`config.mk`:
```
export PLATFORM = sky130hd
export DESIGN_NAME = ext_irq_sampler
export DESIGN_NICKNAME = d
export VERILOG_FILES = /design/src/rtl/ext_irq_pkg.sv /design/src/rtl/irq_pin_sync.sv /design/src/rtl/irq_pin_sampler.sv /design/src/rtl/irq_req_fsm.sv /design/src/rtl/ext_irq_sampler.sv
export SDC_FILE = /design/constraint.sdc
export NUM_CORES = 1
export LEC_CHECK = 0
export ABC_AREA = 1
export BUFFER_PORTS_ARGS = -buffer_cell sky130_fd_sc_hd__buf_2
export CAP_MARGIN = 20
export CELL_PAD_IN_SITES_DETAIL_PLACEMENT = 1
export CELL_PAD_IN_SITES_GLOBAL_PLACEMENT = 1
export CORE_AREA = 2 2 39 41
export CTS_CLUSTER_SIZE = 40
export DETAILED_ROUTE_END_ITERATION = 10
export DIE_AREA = 0 0 41 43
export PLACE_DENSITY = 0.61
export SLEW_MARGIN = 20
export SYNTH_ARGS = -nofsm -noshare
export SYNTH_HDL_FRONTEND = slang
export SYNTH_SLANG_ARGS = --single-unit
```
`constraint.sdc`:
```
create_clock -name clk -period 1.6 [get_ports clk]
set_input_delay 0.32 -clock clk [delete_from_list [all_inputs] [get_ports clk]]
set_output_delay 0.32 -clock clk [all_outputs]
set_load 0.02 [all_outputs]
```
`src/rtl/ext_irq_pkg.sv`:
```
package ext_irq_pkg;

    typedef enum logic [1:0] {
        ST_LEVEL = 2'd0,
        ST_ARMED = 2'd1,
        ST_HELD  = 2'd2
    } req_state_t;

endpackage

```
`src/rtl/irq_pin_sync.sv`:
```
module irq_pin_sync #(
    parameter int   STAGES    = 2,
    parameter logic RESET_VAL = 1'b1
) (
    input  logic clk,
    input  logic rst_n,
    input  logic d,
    output logic q
);
    localparam int LAST = STAGES - 1;

    logic [LAST:0] chain;

    generate
        for (genvar g = 0; g < STAGES; g++) begin : g_stage
            if (g == 0) begin : g_first
                always_ff @(posedge clk or negedge rst_n) begin
                    if (!rst_n) chain[g] <= RESET_VAL;
                    else        chain[g] <= d;
                end
            end else begin : g_next
                always_ff @(posedge clk or negedge rst_n) begin
                    if (!rst_n) chain[g] <= RESET_VAL;
                    else        chain[g] <= chain[g-1];
                end
            end
        end
    endgenerate

    assign q = chain[LAST];
endmodule

```
`src/rtl/irq_pin_sampler.sv`:
```
module irq_pin_sampler (
    input  logic clk,
    input  logic rst_n,
    input  logic stb,
    input  logic pin_s,
    output logic samp_q,
    output logic fall
);
    always_ff @(posedge clk or negedge rst_n) begin
        if (!rst_n)   samp_q <= 1'b1;
        else if (stb) samp_q <= pin_s;
    end

    // high sample held from the previous machine cycle, low one arriving now
    assign fall = stb & samp_q & ~pin_s;

    // the sample only moves on strobe clocks
    a_r2_sample_on_strobe: assert property (@(posedge clk) disable iff (!rst_n)
        !stb |=> $stable(samp_q));
endmodule

```
`src/rtl/irq_req_fsm.sv`:
```
module irq_req_fsm
    import ext_irq_pkg::*;
(
    input  logic clk,
    input  logic rst_n,
    input  logic mode_q,
    input  logic fall,
    input  logic samp_q,
    input  logic svc_done,
    input  logic sw_we,
    input  logic sw_wdata,
    output logic irq_req
);
    req_state_t state_q, state_d;

    always_comb begin
        state_d = state_q;
        unique case (state_q)
            ST_LEVEL: if (mode_q) state_d = ST_ARMED;
            ST_ARMED: begin
                if (!mode_q)    state_d = ST_LEVEL;
                else if (sw_we) state_d = sw_wdata ? ST_HELD : ST_ARMED;
                else if (fall)  state_d = ST_HELD;
            end
            ST_HELD: begin
                if (!mode_q)       state_d = ST_LEVEL;
                else if (sw_we)    state_d = sw_wdata ? ST_HELD : ST_ARMED;
                else if (svc_done) state_d = ST_ARMED;
            end
            default: state_d = ST_LEVEL;
        endcase
    end

    always_ff @(posedge clk or negedge rst_n) begin
        if (!rst_n) state_q <= ST_LEVEL;
        else        state_q <= state_d;
    end

    always_comb begin
        unique case (state_q)
            ST_LEVEL: irq_req = ~samp_q;
            ST_ARMED: irq_req = 1'b0;
            ST_HELD:  irq_req = 1'b1;
            default:  irq_req = 1'b0;
        endcase
    end

    // a detected edge while armed latches the flag
    a_r5_edge_latches: assert property (@(posedge clk) disable iff (!rst_n)
        (state_q == ST_ARMED && mode_q && !sw_we && fall) |=> irq_req);

    // in service, pin activity leaves the flag alone
    a_r6_held_ignores_pin: assert property (@(posedge clk) disable iff (!rst_n)
        (state_q == ST_HELD && mode_q && !sw_we && !svc_done) |=> irq_req);

    // service completion re-arms
    a_r7_release: assert property (@(posedge clk) disable iff (!rst_n)
        (state_q == ST_HELD && mode_q && !sw_we && svc_done) |=> !irq_req);

    // a software clear wins over a same-cycle edge
    a_r8_sw_priority: assert property (@(posedge clk) disable iff (!rst_n)
        (state_q == ST_ARMED && mode_q && sw_we && !sw_wdata && fall) |=> !irq_req);
endmodule

```
`src/rtl/ext_irq_sampler.sv`:
```
module ext_irq_sampler #(
    parameter int SYNC_STAGES = 2
) (
    input  logic clk,
    input  logic rst_n,
    input  logic pin_n,
    input  logic mc_stb,
    input  logic mode_we,
    input  logic mode_wdata,
    input  logic svc_done,
    input  logic sw_we,
    input  logic sw_wdata,
    output logic irq_req
);
    logic mode_q;
    logic pin_s;
    logic samp_q;
    logic fall;

    always_ff @(posedge clk or negedge rst_n) begin
        if (!rst_n)       mode_q <= 1'b0;
        else if (mode_we) mode_q <= mode_wdata;
    end

    irq_pin_sync #(.STAGES(SYNC_STAGES), .RESET_VAL(1'b1)) u_sync (
        .clk   (clk),
        .rst_n (rst_n),
        .d     (pin_n),
        .q     (pin_s)
    );

    irq_pin_sampler u_samp (
        .clk    (clk),
        .rst_n  (rst_n),
        .stb    (mc_stb),
        .pin_s  (pin_s),
        .samp_q (samp_q),
        .fall   (fall)
    );

    irq_req_fsm u_fsm (
        .clk      (clk),
        .rst_n    (rst_n),
        .mode_q   (mode_q),
        .fall     (fall),
        .samp_q   (samp_q),
        .svc_done (svc_done),
        .sw_we    (sw_we),
        .sw_wdata (sw_wdata),
        .irq_req  (irq_req)
    );

    // the mode register takes a write on the same clock
    a_r10_mode_write: assert property (@(posedge clk) disable iff (!rst_n)
        mode_we |=> (mode_q == $past(mode_wdata)));
endmodule

```
==> impl_metrics.csv <==
group,metric,value,unit
critical_path,end_kind,"output port",
timing,report.final.slew_viol_count,0,
timing,fmax,0.765,GHz
cts,cts_buffers,3,
timing,setup_ws,0.294,ns
place,pre_cts_slack,0.546,ns
cts,ctsHtreeMaxLevel,1,
synth,synthCells,38,
synth,yosysUniqueCellTypes,9,
detailed_routing,first_pass_iters,1,
detailed_routing,wl,624,um
cells_and_area,drive_gt1_share,28.8,%
critical_path,required,1.28,ns
timing,tightest_slew,0.169,ns
timing,rsz0062_at_grt,"false",
critical_path,crit_slowest_cell,"dfstp_2",
synth,ys_seq_elements,6,
floorplanning,initial_core_util,21.0,%
critical_path,worstSetupPathType,"reg2out",
place,placedInstanceArea,355,um2
cts,ctsLongestPathBuffers,2,
cells_and_area,syn_to_final_growth,34.9,%
cells_and_area,layout_common_cells,"9 x buf_2, 8 x nor2_1, 7 x nand2_1",
floorplanning,die_h,43,um
critical_path,critPathArrivalTime,0.99,ns
synth,synth_area_leaders,"dfstp_2 27%, dfrtp_1 26%, nand3_1 10%, nor2_1 10%, nand2_1 9.1%",
timing,timing.setup.tns,0,ns
detailed_routing,drt_iter0_drc,0,
place,place_congestion,0.656,
cells_and_area,final_common_cell,"buf_2",
detailed_routing,vias,290,
cts,path_clk_slew,0.04,ns
global_routing,grt_pass1_vias,249,
detailed_routing,vias_per_cell,4.26,
critical_path,crit_chain,"a21oi_1 -> buf_2",
critical_path,critical_path.max_stage_delay,0.53,ns
cts,post_cts.repair.setup_buffers,0,
timing,hold_violations,0,
floorplanning,io_pins,10,
cts,clock_latency,0.24,ns
synth,avgSynthCellArea,7.64,um2
critical_path,path_buf_inv,1,
detailed_routing,ant_nets,0,
critical_path,cp_top_family,"flip-flops",
synth,yosys_warnings,0,
synth,synth_area,290,um2
global_routing,grt_pass1_wl,986,um
cells_and_area,diodes,0,
cts,cts_root_buffer,"clkbuf_4",
hold_path,hp-class,"in2reg",
power,p_leak,0.202,nW
status,outcome,"finished clean",
floorplanning,core.rowCount,14,
global_routing,antenna_found_initial,0,
timing,setup_viol,0,
global_routing,track_usage,8.62,%
cts,clock-sinks,6,
floorplanning,die_x,41,um
synth,synth_top_cell_by_area,"dfstp_2",
cts,cts_tree,"done",
timing,period_minus_slack,1.31,ns
timing,relSlewSlack,88.7,%
place,dp_hpwl,504,um
cells_and_area,nets,62,
synth,synth_top_cell_area_share,27.2,%
cells_and_area,design_area,392,um2
power,p_per_area,1030,mW/mm2
critical_path,worstPathMaxFanout,3,
floorplanning,dieArea,0.00176,mm2
timing,fin_crit_sh,81.6,%
floorplanning,fp.coreArea,0.00138,mm2
job,cap_violations,0,
power,ir_drop,0.000357,V
detailed_routing,wl_per_cell,9.18,um
cts,ctsResizeCount,0,
detailed_routing,remaining_drc_errors,0,
synth,synth_fp_nets,47,
global_routing,grt_overflow,0,
synth,ys_seq_area_share,53.0,%
timing,clock_skew,0.00401,ns
critical_path,cp-start-kind,"flop",
global_routing,grt_max_degree,7,
place,io_buffer_count,9,
## cell usage after synthesis
master,instances
dfrtp_1,3
inv_1,6
nand3_1,6
a21oi_1,2
nor2_1,8
a21boi_1,1
nand2_1,7
o21ai_0,2
dfstp_2,3
## metal layers
metal	GRT usage [%]	wire length (um)	vias up
li1	-	-	147
met1	11.6	309	137
met2	10.9	278	6
met3	1.57	36	0
met4	8.00	0	0
met5	0	0	-
## cells by family after synthesis
kind of cell	synth area share (%)
buffers and inverters	7.76
flip-flops	53.0
AND/OR/NAND/NOR	29.7
AO/OA/AOI/OAI	9.48
## power by group
group | switching, W | leakage, nW | internal (W)
clock network | 0.0000551 | 0.0150 | 0.0000945
logic | 0.0000414 | 0.117 | 0.0000291
registers | 0.0000135 | 0.0700 | 0.000171
## final cells by class
class,instances,area (um2)
clock buffers,4,26.3
flip-flops and latches,6,154
inverters,6,22.5
multi-input cells,26,114
fillers,178,992
repair buffers,10,55.1
well taps,16,20.0
## repair_timing
| item | 4_1_cts | 5_1_grt |
|---|---|---|
| endpoints found under the hold margin | 3 | 0 |
| endpoints found under the setup margin | 0 | 0 |
| hold buffers | 1 | 0 |
## worst reg2reg max path, delay by kind of cell, from the launching register on
family,cells,cell delay [ns]
AND/OR/NAND/NOR,4,0.46
flip-flops,1,0.41
buffers and inverters,1,0.06
## flip-flops by register name (all words and copies together) (netlist names)
register	cells
u_sync.chain	1
u_samp.samp_q	1
u_sync.q	1
mode_q	1
u_fsm.state_q	2
## path summary, 6_finish.rpt
check | from | to | slack, ns | depth (start not counted)
max in group asynchronous | rst_n | u_sync.chain[0] | 0.96 | 2
worst max register to register | u_fsm.state_q[0] | u_fsm.state_q[0] | 0.57 | 5
min in group asynchronous | rst_n | u_fsm.state_q[1] | 0.42 | 2
worst min register to register | u_sync.chain[0] | u_sync.q | 0.36 | 0
worst min-delay path | pin_n | u_sync.chain[0] | 0.18 | 1
worst max-delay path | u_samp.samp_q | irq_req | 0.29 | 2
## stage by stage
| stage | std cells | power, W | util, % | hold slack (ns) |
|---|---|---|---|---|
| floorplan | 38 | 0.000226 | - | 0.0244 |
| global placement | 63 | 0.000257 | 25.7 | 0.146 |
| detailed placement | 63 | 0.000257 | 25.7 | 0.147 |
| CTS | 68 | 0.000415 | 28.3 | 0.172 |
| global route | 68 | 0.000435 | 28.3 | 0.173 |
| finish | 68 | 0.000404 | 28.3 | 0.180 |
Power figures use the tool's default switching activity.
